[config.mk]
export PLATFORM = sky130hd
export DESIGN_NAME = trl_loader
export DESIGN_NICKNAME = d
export VERILOG_FILES = /design/src/rtl/trl_pkg.sv /design/src/rtl/trl_range_gate.sv /design/src/rtl/trl_desc_check.sv /design/src/rtl/trl_fsm.sv /design/src/rtl/trl_taskreg.sv /design/src/rtl/trl_loader.sv
export SDC_FILE = /design/constraint.sdc
export NUM_CORES = 1
export LEC_CHECK = 0
export ABC_CLOCK_PERIOD_IN_PS = 6300
export BUFFER_PORTS_ARGS = -buffer_cell sky130_fd_sc_hd__buf_4
export CORE_MARGIN = 5
export CORE_UTILIZATION = 35
export CTS_BUF_LIST = sky130_fd_sc_hd__clkbuf_16
export DETAILED_ROUTE_END_ITERATION = 7
export GPL_ROUTABILITY_DRIVEN = 0
export PLACE_DENSITY = 0.62
export SYNTH_ARGS = -nofsm -noshare
export SYNTH_HDL_FRONTEND = slang
export SYNTH_HIERARCHICAL = 1
export SYNTH_SLANG_ARGS = --single-unit
[constraint.sdc]
create_clock -name clk -period 6.3 [get_ports clk]
set_clock_uncertainty 0.2 [all_clocks]
set_input_delay 0.63 -clock clk [delete_from_list [all_inputs] [get_ports clk]]
set_output_delay 0.63 -clock clk [all_outputs]
set_load 0.02 [all_outputs]
[src/rtl/trl_pkg.sv]
package trl_pkg;
  localparam int SEL_W   = 16;
  localparam int IDX_W   = SEL_W - 3;
  localparam int DESC_W  = 64;
  localparam int BASE_W  = 32;
  localparam int LIM_W   = 20;
  localparam int TYPE_W  = 4;

  // descriptor field positions (fixed by the table format)
  localparam int LIM_LO_LSB  = 0;
  localparam int BASE_LO_LSB = 16;
  localparam int TYPE_LSB    = 40;
  localparam int SBIT_POS    = 44;
  localparam int DPL_LSB     = 45;
  localparam int LIM_HI_LSB  = 48;
  localparam int BASE_HI_LSB = 56;
  localparam int BUSY_POS    = TYPE_LSB + 1;
  localparam int TI_POS      = 2;
  localparam int IDX_LSB     = 3;

  typedef enum logic [1:0] {
    ST_OK       = 2'b00,
    ST_RANGE    = 2'b01,
    ST_NOT_TASK = 2'b10,
    ST_BUSY     = 2'b11
  } ld_status_e;

  typedef enum logic [2:0] {
    PH_IDLE, PH_LOOKUP, PH_FETCH, PH_CHECK, PH_COMMIT
  } ld_phase_e;

  typedef struct packed {
    logic [BASE_W-1:0] base;
    logic [LIM_W-1:0]  limit;
    logic [1:0]        dpl;
  } tr_hidden_t;

  function automatic logic [TYPE_W-1:0] dsc_type(input logic [DESC_W-1:0] d);
    return d[TYPE_LSB +: TYPE_W];
  endfunction

  function automatic logic dsc_is_sys(input logic [DESC_W-1:0] d);
    return ~d[SBIT_POS];
  endfunction

  function automatic logic [BASE_W-1:0] dsc_base(input logic [DESC_W-1:0] d);
    return {d[BASE_HI_LSB +: 8], d[BASE_LO_LSB +: 24]};
  endfunction

  function automatic logic [LIM_W-1:0] dsc_limit(input logic [DESC_W-1:0] d);
    return {d[LIM_HI_LSB +: 4], d[LIM_LO_LSB +: 16]};
  endfunction

  function automatic logic [1:0] dsc_dpl(input logic [DESC_W-1:0] d);
    return d[DPL_LSB +: 2];
  endfunction

  function automatic logic [DESC_W-1:0] dsc_mark_busy(input logic [DESC_W-1:0] d);
    logic [DESC_W-1:0] r;
    r = d;
    r[BUSY_POS] = 1'b1;
    return r;
  endfunction

  function automatic logic [IDX_W-1:0] sel_index(input logic [SEL_W-1:0] s);
    return s[SEL_W-1:IDX_LSB];
  endfunction

  function automatic logic sel_local(input logic [SEL_W-1:0] s);
    return s[TI_POS];
  endfunction

  // offset of the last byte of an 8-byte entry
  function automatic logic [SEL_W-1:0] entry_end(input logic [IDX_W-1:0] idx);
    return {idx, 3'b111};
  endfunction

  function automatic logic [SEL_W-1:0] gp_code(input logic [SEL_W-1:0] s);
    return {s[SEL_W-1:TI_POS], 2'b00};
  endfunction
endpackage

[src/rtl/trl_range_gate.sv]
module trl_range_gate
  import trl_pkg::*;
(
  input  logic [SEL_W-1:0] sel_i,
  input  logic [SEL_W-1:0] gtab_limit_i,
  input  logic [SEL_W-1:0] ltab_limit_i,
  output logic             null_o,
  output logic             range_ok_o
);
  logic [SEL_W-1:0] lim_w;
  logic [SEL_W-1:0] end_w;

  always_comb begin
    lim_w      = sel_local(sel_i) ? ltab_limit_i : gtab_limit_i;
    end_w      = entry_end(sel_index(sel_i));
    null_o     = !sel_local(sel_i) && (sel_index(sel_i) == '0);
    range_ok_o = (end_w <= lim_w) && !null_o;
  end
endmodule

[src/rtl/trl_desc_check.sv]
module trl_desc_check
  import trl_pkg::*;
(
  input  logic [DESC_W-1:0] desc_i,
  output logic              is_task_o,
  output logic              is_busy_o
);
  logic [TYPE_W-1:0] ty_w;

  // accepted type codes: x0x1 with bit 3 = width and bit 1 = busy
  always_comb begin
    ty_w      = dsc_type(desc_i);
    is_task_o = dsc_is_sys(desc_i) && ty_w[0] && !ty_w[2];
    is_busy_o = ty_w[1];
  end
endmodule

[src/rtl/trl_fsm.sv]
module trl_fsm
  import trl_pkg::*;
(
  input  logic       clk,
  input  logic       rst_n,
  input  logic       req_valid_i,
  input  logic       range_ok_i,
  input  logic       is_task_i,
  input  logic       is_busy_i,
  output logic       busy_o,
  output logic       accept_o,
  output logic       rd_en_o,
  output logic       capture_o,
  output logic       commit_o,
  output logic       wr_en_o,
  output logic       fault_o,
  output logic       done_o,
  output logic [1:0] status_o
);
  ld_phase_e  ph_q, ph_n;
  ld_status_e st_q, st_n;
  logic       done_q;
  logic       range_fault_w, type_fault_w, busy_fault_w;

  always_comb begin
    ph_n = ph_q;
    case (ph_q)
      PH_IDLE:   if (req_valid_i) ph_n = PH_LOOKUP;
      PH_LOOKUP: ph_n = range_ok_i ? PH_FETCH : PH_IDLE;
      PH_FETCH:  ph_n = PH_CHECK;
      PH_CHECK:  ph_n = (is_task_i && !is_busy_i) ? PH_COMMIT : PH_IDLE;
      PH_COMMIT: ph_n = PH_IDLE;
      default:   ph_n = PH_IDLE;
    endcase
  end

  always_comb begin
    busy_o        = (ph_q != PH_IDLE);
    accept_o      = (ph_q == PH_IDLE) && req_valid_i;
    rd_en_o       = (ph_q == PH_LOOKUP) && range_ok_i;
    capture_o     = (ph_q == PH_FETCH);
    commit_o      = (ph_q == PH_CHECK) && is_task_i && !is_busy_i;
    wr_en_o       = (ph_q == PH_COMMIT);
    range_fault_w = (ph_q == PH_LOOKUP) && !range_ok_i;
    type_fault_w  = (ph_q == PH_CHECK) && !is_task_i;
    busy_fault_w  = (ph_q == PH_CHECK) && is_task_i && is_busy_i;
    fault_o       = range_fault_w || type_fault_w || busy_fault_w;
    if (range_fault_w)     st_n = ST_RANGE;
    else if (type_fault_w) st_n = ST_NOT_TASK;
    else if (busy_fault_w) st_n = ST_BUSY;
    else                   st_n = ST_OK;
  end

  always_ff @(posedge clk or negedge rst_n) begin
    if (!rst_n) begin
      ph_q   <= PH_IDLE;
      st_q   <= ST_OK;
      done_q <= 1'b0;
    end else begin
      ph_q   <= ph_n;
      done_q <= fault_o || wr_en_o;
      if (fault_o || wr_en_o) st_q <= st_n;
    end
  end

  assign done_o   = done_q;
  assign status_o = st_q;
endmodule

[src/rtl/trl_taskreg.sv]
module trl_taskreg
  import trl_pkg::*;
(
  input  logic              clk,
  input  logic              rst_n,
  input  logic              load_i,
  input  logic [SEL_W-1:0]  sel_i,
  input  logic [DESC_W-1:0] desc_i,
  output logic [SEL_W-1:0]  sel_o,
  output tr_hidden_t        hid_o
);
  always_ff @(posedge clk or negedge rst_n) begin
    if (!rst_n) begin
      sel_o <= '0;
      hid_o <= '0;
    end else if (load_i) begin
      sel_o       <= sel_i;
      hid_o.base  <= dsc_base(desc_i);
      hid_o.limit <= dsc_limit(desc_i);
      hid_o.dpl   <= dsc_dpl(desc_i);
    end
  end
endmodule

[src/rtl/trl_loader.sv]
module trl_loader
  import trl_pkg::*;
(
  input  logic              clk,
  input  logic              rst_n,
  input  logic              req_valid_i,
  input  logic [SEL_W-1:0]  req_sel_i,
  output logic              busy_o,
  input  logic [SEL_W-1:0]  gtab_limit_i,
  input  logic [SEL_W-1:0]  ltab_limit_i,
  output logic              tbl_rd_en_o,
  output logic              tbl_local_o,
  output logic [IDX_W-1:0]  tbl_idx_o,
  input  logic [DESC_W-1:0] tbl_rd_data_i,
  output logic              tbl_wr_en_o,
  output logic [DESC_W-1:0] tbl_wr_data_o,
  output logic [SEL_W-1:0]  tr_sel_o,
  output logic [BASE_W-1:0] tr_base_o,
  output logic [LIM_W-1:0]  tr_limit_o,
  output logic [1:0]        tr_dpl_o,
  output logic              done_o,
  output logic [1:0]        status_o,
  output logic [SEL_W-1:0]  fault_code_o
);
  // named internal events, visible to the bound checker
  logic              accept_w, capture_w, commit_w, fault_w;
  logic              range_ok_w, null_w, is_task_w, is_busy_w;
  logic [SEL_W-1:0]  sel_q;
  logic [DESC_W-1:0] desc_q;
  logic [SEL_W-1:0]  fcode_q;
  tr_hidden_t        hid_w;

  always_ff @(posedge clk or negedge rst_n) begin
    if (!rst_n) begin
      sel_q   <= '0;
      desc_q  <= '0;
      fcode_q <= '0;
    end else begin
      if (accept_w)  sel_q  <= req_sel_i;
      if (capture_w) desc_q <= tbl_rd_data_i;
      if (fault_w)          fcode_q <= gp_code(sel_q);
      else if (tbl_wr_en_o) fcode_q <= '0;
    end
  end

  trl_range_gate u_range (
    .sel_i        (sel_q),
    .gtab_limit_i (gtab_limit_i),
    .ltab_limit_i (ltab_limit_i),
    .null_o       (null_w),
    .range_ok_o   (range_ok_w)
  );

  trl_desc_check u_dchk (
    .desc_i    (desc_q),
    .is_task_o (is_task_w),
    .is_busy_o (is_busy_w)
  );

  trl_fsm u_fsm (
    .clk         (clk),
    .rst_n       (rst_n),
    .req_valid_i (req_valid_i),
    .range_ok_i  (range_ok_w),
    .is_task_i   (is_task_w),
    .is_busy_i   (is_busy_w),
    .busy_o      (busy_o),
    .accept_o    (accept_w),
    .rd_en_o     (tbl_rd_en_o),
    .capture_o   (capture_w),
    .commit_o    (commit_w),
    .wr_en_o     (tbl_wr_en_o),
    .fault_o     (fault_w),
    .done_o      (done_o),
    .status_o    (status_o)
  );

  trl_taskreg u_tr (
    .clk    (clk),
    .rst_n  (rst_n),
    .load_i (commit_w),
    .sel_i  (sel_q),
    .desc_i (desc_q),
    .sel_o  (tr_sel_o),
    .hid_o  (hid_w)
  );

  assign tbl_local_o   = sel_local(sel_q);
  assign tbl_idx_o     = sel_index(sel_q);
  assign tbl_wr_data_o = dsc_mark_busy(desc_q);
  assign tr_base_o     = hid_w.base;
  assign tr_limit_o    = hid_w.limit;
  assign tr_dpl_o      = hid_w.dpl;
  assign fault_code_o  = fcode_q;
endmodule

==> results.toml, run 1 <==
[finish]
nets = 851
drive_above_1_share_pct = 65.8
diodes = 0
fin_area_um2 = 10500
area_delta_synth_final_pct = 27.2
nFillCells = 2149

[critical_path]
reg2reg_to = "fault_code_o[4]$_DFFE_PN0P_"
critPathLaunchType = "flop"
startpoint = "sel_q[2]$_DFFE_PN0P_"
worstPathMaxFanout = 20
crit_end = "fault_code_o[4]$_DFFE_PN0P_"
rr_worst_depth = 11
reg2reg_from = "sel_q[2]$_DFFE_PN0P_"
worstPathArrival_ns = 4.31
critPathKind = "flop to flop"
cp.required_ns = 6.40
end_kind = "flop"
r2r_slack_ns = 2.09

[synth]
syn_area_um2 = 8220
yosys.area.top_type = "dfrtp_1"
syn_avg_cell_area_um2 = 15.9
ys_seq_area_share_pct = 51.8
synthCells = 518
async_flop_share_pct = 100
synth_edf_count = 0
synth-seq-cells = 170
ys.flop_type = "dfrtp_1"
ys_top_cells_by_area = "dfrtp_1 (52%), mux2_4 (26%), buf_4 (7.4%)"
yosysTopAreaCellShare_pct = 51.8
ys_types = 44
yosysWarnings = 6
synth_common_cells = "dfrtp_1 (170), mux2_4 (140), buf_4 (81)"
synth_most_common_cell = "dfrtp_1"

[timing]
rsz0062_at_grt = "false"
timing.fmax_mhz = 238
finalSetupTns_ns = 0
timing.final.crit_share_pct = 66.8
fin_crit_ns = 4.21
final-max-slew-violation-count = 0
setup_violations = 0
worst_slew_pin_slew_ns = 1.14
max_slew_margin_pct = 23.8
hold_violations = 0
holdWs_ns = 0.233
worst_slack_ns = 2.09

[status]
outcome = "finished, final reports clean"

[clock_tree]
cts_tree = "done"
clockRootBuffer = "clkbuf_16"
cts_buffers = 17
htree_levels = 4
clock-sinks = 170
clk_latency_ns = 0.42
post_cts_resized = 0
cts_setup_buffers = 0
clk_pin_slew_ns = 0.08
cts.path.max_buffers = 2

[global_routing]
antenna_found_initial = 0
grt_max_degree = 73
overflow = 0
grt_usage_pct = 14.6
grt_pass1_wl_mm = 30.4
grt_pass1_vias = 5174

[placed_design]
dpl.hpwl_mm = 14.5
post-place-ws_ns = 2.11
dpl_cell_area_um2 = 9850
numPortBuffers = 281

[routing]
viasPerCell = 4.49
ant_nets = 0
drtPass1Iterations = 4
route.detailed.drc = 0
num_vias = 4733
dr.first_iter.drc_count = 206
wirelength_mm = 19.7
post_drt_wl_per_cell_um = 18.7

[power_and_ir_drop]
worst_ir_drop_vdd_uv = 288
finalPower_uw = 5980
total_leakage_power_uw = 0.00525
power_density_nw_per_um2 = 572

[die]
rows = 56
core_um2 = 23300
die_x_um = 163
die_h_um = 163
start_util_pct = 35.2
die_area_um2 = 26700
io_pins = 285

[worst_hold_path]
min_from = "req_sel_i[10]"
hold_class = "primary input to flop"

[job]
cap_viol_max_count = 0
worst min path at each step:
stage	endpoint	cells past startpoint
finish	sel_q[10]$_DFFE_PN0P_	2
floorplan	desc_q[0]$_DFFE_PN0P_	0
global route	sel_q[6]$_DFFE_PN0P_	2
detailed placement	fault_code_o[7]$_DFFE_PN0P_	1
CTS	u_fsm/ph_q[0]$_DFFE_PN0P_	2
global placement	fault_code_o[14]$_DFFE_PN0P_	1
per-layer routing:
layer | wire, um | GRT usage (%) | share of wire, % | up-vias
li1 | - | - | - | 2156
met1 | 8710 | 19.3 | 44 | 2386
met2 | 9240 | 23.3 | 47 | 185
met3 | 1680 | 5.37 | 8.5 | 6
met4 | 96 | 2.74 | 0.49 | 0
met5 | 0 | 0 | 0 | -
cell type report:
type	count	area [um^2]	share of cell area [%]
tap	319	399	3.82
clock buffer	17	425	4.07
timing repair buffer	287	2160	20.7
inverter	3	11.3	0.108
sequential	170	4250	40.7
multi-input combinational	244	3030	29.0
clock inverter	15	170	1.63
repair_timing:
item	CTS	global route
endpoints found under the setup margin	0	0
hold buffers	1	0
endpoints found under the hold margin	31	0
state kept, by name, summed over array words and instances (netlist names):
name and flops:
fault_code_o 14, u_fsm/status_o 2, sel_q 16, desc_q 64, u_tr/sel_o 16, u_fsm/ph_q 3, u_fsm/done_o 1, u_tr/hid_o 54
critical path, cell delays in order (launching register included):
cell,delay (ns)
dfrtp_1,0.96
mux2i_1,0.30
ha_1,0.29
and3_1,0.20
and3_2,0.24
a221oi_1,0.35
a211oi_2,0.10
nor2_1,0.18
a31o_1,0.15
o2bb2ai_1,0.50
nor2_2,0.31
a22o_1,0.30
kinds of logic (layout without fill, tap and decap cells):
logic type,after synthesis,in the layout,synth area share [%]
DFF,170,170,51.8
muxes,163,163,28.5
buffers and inverters,105,322,11.6
and+or+nand+nor,33,33,2.85
AOI/OAI and AO/OA,32,32,3.23
adders and majority gates,13,13,1.98
other,2,3,0.0914
layout by cell type, fill, tap and decap left out, types with 2 or more instances in the layout:
cell type	count
a21oi_1	5
a22o_1	14
buf_4	285
clkbuf_16	17
clkinv_8	3
conb_1	3
dfrtp_1	170
ha_1	13
inv_1	3
inv_6	4
inv_8	5
mux2_2	11
mux2_4	140
mux2i_1	12
nand2_1	6
nand3_1	2
nand4_1	2
nor2_1	3
nor2_2	2
nor3b_2	2
nor4_1	2
o21a_1	2
or3_1	2
per-stage QoR:
step	util, %	cells
2_1_floorplan	-	519
3_3_place_gp	42.2	1022
3_5_place_dp	42.2	1022
4_1_cts	44.8	1055
5_1_grt	44.8	1055
6_report	44.8	1055
power breakdown:
| part | switching [uW] | leakage (uW) | internal (uW) |
|---|---|---|---|
| Combinational | 1330 | 0.00283 | 1550 |
| Clock | 505 | 0.000294 | 539 |
| Sequential | 471 | 0.00212 | 1590 |
| Total | 2310 | 0.00525 | 3680 |
(Power assumes the default switching activity.)
==> run 2, diff against run 1 <==
Settings changed: ABC_CLOCK_PERIOD_IN_PS 6300 to 3400, PLACE_DENSITY 0.62 to 0.65.
Clock period 6.3 ns to 3.4 ns, I/O delays scaled along.
==> results.toml, run 2 (synthesis results as in run 1) <==
[clock_tree]
cts.path.max_buffers = 2
htree_levels = 4
clk_pin_slew_ns = 0.07
clockRootBuffer = "clkbuf_16"
clk_latency_ns = 0.42
cts_buffers = 17
clock-sinks = 170
cts_tree = "done"

[finish]
final_common_cell = "buf_4"
final_cell_mix = "buf_4 (294), dfrtp_1 (169), mux2_4 (140)"
area_delta_synth_final_pct = 39.3
largestRegisters = "desc_q x64, u_tr/hid_o x54"
fin_area_um2 = 11500
largest_reg_flops = 64
largest-register = "desc_q"
nFillCells = 2006
drive_above_1_share_pct = 60.4
diodes = 0
nets = 948

[die]
rows = 56
core_um2 = 23300
die_x_um = 163
start_util_pct = 35.2
io_pins = 285
die_area_um2 = 26700
die_h_um = 163

[critical_path]
r2r_slack_ns = 0.15
reg2reg_to = "fault_code_o[5]$_DFFE_PN0P_"
critPathKind = "flop to primary output"
worstPathArrival_ns = 2.78
rr_worst_depth = 12
reg2reg_from = "sel_q[2]$_DFFE_PN0P_"
worstPathMaxFanout = 7
startpoint = "sel_q[2]$_DFFE_PN0P_"
cp.required_ns = 2.86
end_kind = "primary output"
critPathLaunchType = "flop"

[routing]
num_vias = 5063
met3_length_mm = 1.69
wl_met2_mm = 9.94
ant_nets = 0
m1WireLength_mm = 8.86
route.detailed.drc = 0
highest_layer = "met4"
viasPerCell = 4.39
dr.first_iter.drc_count = 273
drtPass1Iterations = 4
wirelength_mm = 20.7
post_drt_wl_per_cell_um = 18.0

[global_routing]
antenna_found_initial = 0
grt_pass1_wl_mm = 31.9
grt_pass1_vias = 5633
overflow = 0
grt_usage_pct = 15.3
grt_max_degree = 66

[placed_design]
numPortBuffers = 281
dpl.hpwl_mm = 14.2
dpl_cell_area_um2 = 9960

[power_and_ir_drop]
power_density_nw_per_um2 = 993
finalPower_uw = 11400
worst_ir_drop_vdd_uv = 431
total_leakage_power_uw = 0.00566

[timing]
fin_crit_ns = 3.32
rsz0062_at_grt = "true"
setup_violations = 0
holdWs_ns = 0.220
worst_slew_pin_slew_ns = 0.683
max_slew_margin_pct = 54.5
timing.final.crit_share_pct = 97.8
hold_violations = 0
timing.fmax_mhz = 301
final-max-slew-violation-count = 0

[status]
outcome = "finished, final reports clean"

[job]
cap_viol_max_count = 0

[worst_hold_path]
hold_class = "primary input to async pin"
==> run 2: critical path, cell delays in order (launching register included) <==
cell and delay (ns):
dfrtp_4 0.54, buf_4 0.19, mux2i_1 0.12, ha_1 0.30
nand2_1 0.06, or3_4 0.40, nand3b_4 0.17, a211oi_4 0.22
and3b_4 0.24, buf_6 0.12
==> run 2: metrics by stage <==
step           setup slack, ns  TNS (ns)  cells  utilization (%)
2_1_floorplan           0.0583         0    519                -
3_3_place_gp             0.112         0   1032             42.7
3_5_place_dp           -0.0126   -0.0551   1032             42.7
4_1_cts                 0.0134         0   1146             48.6
5_1_grt                -0.0319   -0.0319   1152             49.1
6_report                0.0762         0   1152             49.1
==> run 2: worst max-delay path by stage <==
stage	to	slack [ns]	cells past startpoint
final	tbl_rd_en_o	0.08	9
after global routing	tbl_rd_en_o	-0.03	9
after CTS	tbl_rd_en_o	0.01	8
after detailed placement	fault_code_o[12]$_DFFE_PN0P_	-0.01	12
after global placement	fault_code_o[4]$_DFFE_PN0P_	0.11	11
after floorplan	fault_code_o[10]$_DFFE_PN0P_	0.06	14
==> run 2: timing repair <==
item,4_1_cts,5_1_grt
buffers inserted,0,6
pin swaps,0,6
endpoints found under the setup margin,14,15
endpoints found under the hold margin,128,0
hold buffers,82,0
gates resized for setup,1,11
==> run 2: layout make-up <==
type / count / area [um^2] / share of cell area (%)
clock inverters: 15 / 131 / 1.15
flip-flops and latches: 170 / 4260 / 37.2
inverters: 3 / 11.3 / 0.0983
multi-input cells: 244 / 3070 / 26.8
well taps: 319 / 399 / 3.49
clock buffers: 17 / 425 / 3.71
repair buffers: 384 / 3150 / 27.5
==> run 2: report_power, final <==
part / internal [uW] / switching (uW)
clock network: 967 / 911
logic: 3110 / 2660
registers: 2960 / 774
total: 7030 / 4340
==> run 2: routing by layer <==
metal / global-route usage [%] / vias to the layer above
met2: 25.0 / 194
met5: 0 / -
li1: - / 2340
met3: 5.43 / 15
met4: 3.77 / 0
met1: 19.5 / 2514
